[src/rtl/skip_fetch_pkg.sv]
package skip_fetch_pkg;
  localparam int unsigned LANES  = 64;
  localparam int unsigned ROT_W  = 6;
  typedef logic [LANES-1:0] lane_t;
endpackage

[src/rtl/skip_fetch_seq.sv]
module skip_fetch_seq
  import skip_fetch_pkg::*;
#(
  parameter int unsigned GRP_W = 8,
  localparam int unsigned SH_W = GRP_W + ROT_W
) (
  input  logic             clk_i,
  input  logic             rst_ni,
  input  logic             start_i,
  input  logic             req_i,
  input  logic [GRP_W-1:0] group_i,
  input  logic [SH_W-1:0]  shift_i,
  output logic             iss_v_o,
  output logic             iss_swp_o,
  output logic [GRP_W-1:0] iss_grp_o,
  output logic [SH_W-1:0]  iss_sh_o,
  output logic             busy_o
);
  logic             busy_q;
  logic [GRP_W-1:0] cnt_q;
  logic [SH_W-1:0]  sh_q;
  logic [GRP_W-1:0] off_i, off_q;

  assign off_i = shift_i[SH_W-1:ROT_W];
  assign off_q = sh_q[SH_W-1:ROT_W];

  // group index chosen so the target word equals the sweep counter
  always_comb begin
    iss_v_o   = 1'b0;
    iss_swp_o = 1'b0;
    iss_grp_o = group_i;
    iss_sh_o  = shift_i;
    if (busy_q) begin
      iss_v_o   = 1'b1;
      iss_swp_o = 1'b1;
      iss_sh_o  = sh_q;
      iss_grp_o = cnt_q - off_q;
    end else if (start_i) begin
      iss_v_o   = 1'b1;
      iss_swp_o = 1'b1;
      iss_grp_o = '0 - off_i;
    end else if (req_i) begin
      iss_v_o   = 1'b1;
    end
  end

  always_ff @(posedge clk_i or negedge rst_ni) begin
    if (!rst_ni) begin
      busy_q <= 1'b0;
      cnt_q  <= '0;
      sh_q   <= '0;
    end else if (busy_q) begin
      cnt_q <= cnt_q + 1'b1;
      if (&cnt_q) busy_q <= 1'b0;
    end else if (start_i) begin
      busy_q <= 1'b1;
      cnt_q  <= GRP_W'(1);
      sh_q   <= shift_i;
    end
  end

  assign busy_o = busy_q;

  AST_BUSY_HOLDS_SHIFT: assert property (@(posedge clk_i) disable iff (!rst_ni)
    (busy_q && $past(busy_q)) |-> $stable(sh_q));
endmodule

[src/rtl/skip_fetch_addr.sv]
module skip_fetch_addr
  import skip_fetch_pkg::*;
#(
  parameter int unsigned GRP_W = 8,
  parameter int unsigned ROW_W = 11,
  parameter int unsigned COL_W = 3,
  parameter int unsigned SUB_W = 2,
  localparam int unsigned SH_W = GRP_W + ROT_W
) (
  input  logic             clk_i,
  input  logic             rst_ni,
  input  logic             iss_v_i,
  input  logic             iss_swp_i,
  input  logic [GRP_W-1:0] iss_grp_i,
  input  logic [SH_W-1:0]  iss_sh_i,
  output logic             valid_o,
  output logic [GRP_W-1:0] group_o,
  output logic [ROW_W-1:0] row_o,
  output logic [COL_W-1:0] col_o,
  output logic [SUB_W-1:0] sub_o,
  output logic [ROT_W-1:0] rot_o,
  output lane_t            wrap_o
);
  logic [GRP_W:0]   sum;
  logic [ROT_W:0]   k_ext;
  lane_t            wrap_d;
  logic             valid_q, swp_q;
  logic [GRP_W-1:0] grp_q, word_q;
  logic [ROT_W-1:0] rot_q;
  lane_t            wrap_q;

  assign sum   = {1'b0, iss_grp_i} + {1'b0, iss_sh_i[SH_W-1:ROT_W]};
  // rotation plus carry, 0..64; 64 means all lanes wrapped, rotate by 0
  assign k_ext = {1'b0, iss_sh_i[ROT_W-1:0]} + (ROT_W+1)'(sum[GRP_W]);

  for (genvar j = 0; j < LANES; j++) begin : g_wrap
    assign wrap_d[j] = (k_ext + (ROT_W+1)'(j)) >= (ROT_W+1)'(LANES);
  end

  always_ff @(posedge clk_i or negedge rst_ni) begin
    if (!rst_ni) begin
      valid_q <= 1'b0;
      swp_q   <= 1'b0;
      grp_q   <= '0;
      word_q  <= '0;
      rot_q   <= '0;
      wrap_q  <= '0;
    end else begin
      valid_q <= iss_v_i;
      swp_q   <= iss_v_i & iss_swp_i;
      if (iss_v_i) begin
        grp_q  <= iss_grp_i;
        word_q <= sum[GRP_W-1:0];
        rot_q  <= k_ext[ROT_W-1:0];
        wrap_q <= wrap_d;
      end
    end
  end

  assign valid_o = valid_q;
  assign group_o = grp_q;
  assign sub_o   = word_q[SUB_W-1:0];
  assign col_o   = word_q[SUB_W+COL_W-1:SUB_W];
  assign row_o   = ROW_W'(word_q[GRP_W-1:SUB_W+COL_W]);
  assign rot_o   = rot_q;
  assign wrap_o  = wrap_q;

  AST_SWEEP_WORD_STEP: assert property (@(posedge clk_i) disable iff (!rst_ni)
    (swp_q && $past(swp_q)) |-> word_q == $past(word_q) + 1'b1);
  AST_WRAP_TAIL: assert property (@(posedge clk_i) disable iff (!rst_ni)
    (valid_q && rot_q != 0) |-> wrap_q == ~({LANES{1'b1}} >> rot_q));
  AST_WRAP_EXTREME: assert property (@(posedge clk_i) disable iff (!rst_ni)
    (valid_q && rot_q == 0) |-> (wrap_q == '0 || &wrap_q));
endmodule

[src/rtl/skip_fetch_rot.sv]
module skip_fetch_rot
  import skip_fetch_pkg::*;
#(
  parameter int unsigned DW    = 256,
  localparam int unsigned SUB_W = $clog2(DW / LANES)
) (
  input  logic [DW-1:0]    rdata_i,
  input  logic [SUB_W-1:0] sub_i,
  input  logic [ROT_W-1:0] rot_i,
  output lane_t            data_o
);
  lane_t slice;
  lane_t stage [ROT_W+1];

  assign slice    = rdata_i[sub_i*LANES +: LANES];
  assign stage[0] = slice;

  // log-depth rotate right: out[j] = in[(j + rot) mod 64]
  for (genvar s = 0; s < ROT_W; s++) begin : g_stage
    localparam int unsigned D = 1 << s;
    assign stage[s+1] = rot_i[s] ? {stage[s][D-1:0], stage[s][LANES-1:D]} : stage[s];
  end

  assign data_o = stage[ROT_W];

  always_comb begin
    if (rot_i == '0) AST_ROT_ZERO_PASS: assert (data_o == slice);
  end
endmodule

[src/rtl/skip_fetch.sv]
module skip_fetch
  import skip_fetch_pkg::*;
#(
  parameter int unsigned GRP_W = 8,
  parameter int unsigned ROW_W = 11,
  parameter int unsigned COL_W = 3,
  parameter int unsigned DW    = 256,
  localparam int unsigned SUB_W = $clog2(DW / LANES),
  localparam int unsigned SH_W  = GRP_W + ROT_W
) (
  input  logic             clk_i,
  input  logic             rst_ni,
  input  logic             start_i,
  input  logic             req_i,
  input  logic [GRP_W-1:0] group_i,
  input  logic [SH_W-1:0]  shift_i,
  input  logic [DW-1:0]    rdata_i,
  output logic             valid_o,
  output logic             busy_o,
  output logic [GRP_W-1:0] group_o,
  output logic [ROW_W-1:0] row_o,
  output logic [COL_W-1:0] col_o,
  output logic [SUB_W-1:0] sub_o,
  output logic [ROT_W-1:0] rot_o,
  output logic [LANES-1:0] wrap_o,
  output logic [LANES-1:0] data_o
);
  logic             iss_v, iss_swp;
  logic [GRP_W-1:0] iss_grp;
  logic [SH_W-1:0]  iss_sh;

  skip_fetch_seq #(.GRP_W(GRP_W)) u_seq (
    .clk_i, .rst_ni, .start_i, .req_i, .group_i, .shift_i,
    .iss_v_o(iss_v), .iss_swp_o(iss_swp), .iss_grp_o(iss_grp),
    .iss_sh_o(iss_sh), .busy_o
  );

  skip_fetch_addr #(.GRP_W(GRP_W), .ROW_W(ROW_W), .COL_W(COL_W), .SUB_W(SUB_W)) u_addr (
    .clk_i, .rst_ni, .iss_v_i(iss_v), .iss_swp_i(iss_swp), .iss_grp_i(iss_grp),
    .iss_sh_i(iss_sh), .valid_o, .group_o, .row_o, .col_o, .sub_o, .rot_o, .wrap_o
  );

  skip_fetch_rot #(.DW(DW)) u_rot (
    .rdata_i, .sub_i(sub_o), .rot_i(rot_o), .data_o
  );

  AST_START_BEAT: assert property (@(posedge clk_i) disable iff (!rst_ni)
    (start_i && !busy_o) |=> valid_o);
  AST_SWEEP_CONTINUES: assert property (@(posedge clk_i) disable iff (!rst_ni)
    busy_o |=> valid_o);
  AST_IDLE_QUIET: assert property (@(posedge clk_i) disable iff (!rst_ni)
    (!busy_o && !start_i && !req_i) |=> !valid_o);
endmodule

[config.mk]
export PLATFORM = sky130hd
export DESIGN_NAME = skip_fetch
export DESIGN_NICKNAME = d
export VERILOG_FILES = /design/src/rtl/skip_fetch_pkg.sv /design/src/rtl/skip_fetch_seq.sv /design/src/rtl/skip_fetch_addr.sv /design/src/rtl/skip_fetch_rot.sv /design/src/rtl/skip_fetch.sv
export SDC_FILE = /design/constraint.sdc
export NUM_CORES = 1
export LEC_CHECK = 0
export BUFFER_PORTS_ARGS = -buffer_cell sky130_fd_sc_hd__buf_2
export CAP_MARGIN = 15
export CORE_MARGIN = 3
export CORE_UTILIZATION = 45
export CTS_CLUSTER_SIZE = 14
export DETAILED_ROUTE_END_ITERATION = 12
export PLACE_DENSITY = 0.72
export SKIP_CTS_REPAIR_TIMING = 1
export SLEW_MARGIN = 30
export SYNTH_ARGS = -nofsm -noshare
export SYNTH_HDL_FRONTEND = slang
export SYNTH_HIERARCHICAL = 1
export SYNTH_SLANG_ARGS = --single-unit
[constraint.sdc]
create_clock -name clk_i -period 5.7 [get_ports clk_i]
set_input_delay 0.57 -clock clk_i [delete_from_list [all_inputs] [get_ports clk_i]]
set_output_delay 0.57 -clock clk_i [all_outputs]
set_load 0.01 [all_outputs]
==> impl_results.md <==
* Status: completed
* Die W at 182 um
* Setup repair after global routing missed its margin: no
* Vias per inst at 6.64
* Routed len/inst at 26.7 um
* Cts bufs inserted at 9
* Synth top area cells: dfrtp_1 (20%), mux4_2 (19%), mux2_2 (11%)
* Crit. End Element: register
* # setup viols final at 0
* Int Pwr at 6120 uW
* Die Ht at 182 um
* #FFs+latches synth at 110
* Setup slack, reg-to-reg at 0.47 ns
* Cell Chain, Critical Path: inv_1 > ha_1 > inv_1 > fa_1 > a21o_1 > a31oi_1 > nand2_1 > o22ai_1 > ha_1 > inv_1 > o21bai_1 > a21oi_1 > o21ai_0 > ha_1 > ha_1 > buf_12 > xor2_1 > inv_2 > nand2b_1 > inv_2 > o21ai_1 > a21oi_1 > a211o_1
* Slowest cell delay on critical path at 0.47 ns
* Reg2reg start: u_seq/cnt_q[0]
* Cells after synthesis at 1490
* Static Leak at 0.00694 uW
* Crit Path Category: reg -> reg
* DR pass1 iterations at 6
* Starting Density at 0.462
* Top-count cell post-synth: o21ai_0
* TritonCTS Sinks at 110
* Vias in the first global route at 14285
* Worst-case clock buffer depth at 2
* Hpwl dp at 47.1 mm
* Share of cells above drive strength 1 at 0.434
* Clock Pin Slew Worst Setup and Hold Paths at 0.09 ns
* RR Endpoint: u_addr/wrap_o[22]
* CP most frequent cell: ha_1
* Sequential area share after synthesis at 0.198
* Detail Route Antenna Nets at 0
* Core Box Area at 30000 um^2
* CP Max Fanout at 15
* Max Clock Freq at 191 MHz
* Row count at 63
* CTS H-tree lvls at 3
* Async SR Flop Fraction at 1.00
* Syn avg cell area at 9.31 um^2
* Syn. warnings at 6
* Clock power frac at 0.048
* Top Ports at 442
* Layout area overhead at 18.6%
* EDFF count, synth at 0
* Post-place instance area at 16100 um^2
* 1st-iter DRT viols at 1775
* Critical path's slowest cell: ha_1
* Reg2reg path depth at 23
* Tightest Hold Check Type: in -> async
* Synth cell count leaders: o21ai_0 (182), mux2_2 (135), mux4_2 (114)
* Switching Share at 0.535
* Grt ovf at 0
* Crit start category: register
* Worst EP arrival at 5.47 ns
* # DRC at 0
* Initial antenna violation count at 1
* Total Routing Usage GR at 0.342
* CTS tree: yes
* Via count at 14754
* Final slew viol count at 0
* Global-route wire length before repair at 87.9 mm
* Post-route setup TNS at 0 ns
* Filler Cells Inserted at 2817
* Worst IR drop on VDD at 0.444 mV
* Psw at 7040 uW
* WP data required at 5.94 ns
* Final Hold Viols at 0
* PwrDens at 800 nW/um^2
* Maxcap violations at 0
* DIE AREA at 33000 um^2
* Worst Tran Pin Value at 0.881 ns
* Synth cell types at 87
* Comb pwr share at 0.836
* Overall routed net length at 59.5 mm
* Relative slew slack at 0.411
* IO Port Bufs at 433
* Post-Layout Inst Area at 16500 um^2
* Flop pwr share at 0.116
* Syn Std Cell Area at 13900 um^2
* Setup Skew at 0.0164 ns
* Ys flop type: dfrtp_1
* Period utilization at 0.917
* Worst skew pair latency at 0.36 ns
* Final GP Congestion at 0.990
* Tmin final at 5.23 ns
* Hold_ws at 0.285 ns
* Largest net degree at the start of global routing at 71
* Leading area contributor after synthesis: dfrtp_1
* Fraction of synthesized cell area taken by the top area cell type at 0.198
* CTS root buf: clkbuf_16
* Net count, final at 2130
[flip-flops by register name, summed over array words and instances (netlist names)]
| name | flops |
|---|---|
| u_seq/sh_q | 14 |
| u_addr/group_o | 8 |
| u_addr/rot_o | 6 |
| u_addr/wrap_o | 64 |
| u_addr/valid_o | 1 |
| u_seq/busy_o | 1 |
| u_addr/word_q | 8 |
| u_seq/cnt_q | 8 |
[final cells by class]
cell class / count / area [um^2] / share of cell area
Tap cell: 390 / 488 / 0.0297
Timing Repair Buffer: 466 / 2490 / 0.152
Inverter: 33 / 124 / 0.00753
Clock inverter: 7 / 72.6 / 0.00441
Antenna cell: 1 / 2.50 / 0.000152
Clock buffer: 9 / 225 / 0.0137
Sequential cell: 110 / 2770 / 0.168
Multi-Input combinational cell: 1207 / 10300 / 0.625
[how the worst max path moves through the flow]
stage	startpoint	to	cells after the start
3_5_place_dp	shift_i[7]	u_addr/wrap_o[57]	15
5_1_grt	u_seq/cnt_q[0]	u_addr/wrap_o[22]	23
4_1_cts	u_seq/cnt_q[0]	u_addr/wrap_o[51]	20
6_report	u_seq/cnt_q[0]	u_addr/wrap_o[22]	23
2_1_floorplan	shift_i[7]	u_addr/wrap_o[33]	15
3_3_place_gp	shift_i[7]	u_addr/wrap_o[22]	18
[critical path, delay by kind of cell (launching register included)]
kind | cells | cell delay (ns)
AO/OA/AOI/OAI | 9 | 1.85
XOR/XNOR | 1 | 0.29
adder cells (fa/ha/maj) | 5 | 1.67
buffers and inverters | 6 | 0.60
flip-flops | 1 | 0.43
AND/OR/NAND/NOR | 2 | 0.25
[through the flow]
stage | setup slack, ns | utilization | std cells | power, uW
3_5_place_dp | 0.655 | 0.535 | 2203 | 12300
4_1_cts | 0.622 | 0.545 | 2219 | 12900
5_1_grt | 0.115 | 0.548 | 2223 | 13900
3_3_place_gp | 0.768 | 0.535 | 2203 | 12100
6_report | 0.473 | 0.548 | 2223 | 13200
2_1_floorplan | 1.55 | - | 1497 | 8820
[cells in the final DEF (no fill, tap or decap), types with 15 or more instances in the layout]
cell	count
a31oi_1	26
nand3_1	33
buf_4	29
mux2_1	19
dfrtp_1	105
o22ai_1	88
a32oi_1	18
mux2_2	135
buf_2	432
nor2_1	65
nand4_1	39
ha_1	19
or2_2	15
mux2i_1	65
nand2b_1	15
nand2_1	87
mux4_2	114
o21ai_0	182
inv_1	29
a21oi_1	79
and2_1	15
[metal layers]
| metal | vias up | share of wire | GRT usage |
|---|---|---|---|
| met4 | 0 | 0.057 | 0.165 |
| met3 | 152 | 0.074 | 0.0411 |
| li1 | 6523 | - | - |
| met1 | 7210 | 0.38 | 0.422 |
| met2 | 869 | 0.49 | 0.593 |
| met5 | - | 0 | 0 |
[kinds of logic after synthesis]
family | Yosys count | share of synthesized area
fa+ha+maj | 21 | 0.0200
xor+xnor | 13 | 0.00929
flops | 110 | 0.198
other cells | 1 | 0.000270
buf+inv | 180 | 0.0634
simple gates | 327 | 0.120
compound gates | 496 | 0.222
mux | 342 | 0.367
[power by group through the flow]
stage	clock network [uW]	registers, uW	logic (uW)
after floorplan	0	1420	7410
after global placement	0	1680	10500
after detailed placement	0	1690	10600
after CTS	644	1690	10600
after global routing	679	1580	11700
final	633	1530	11000
No activity file was read; power rests on OpenSTA's default activity.
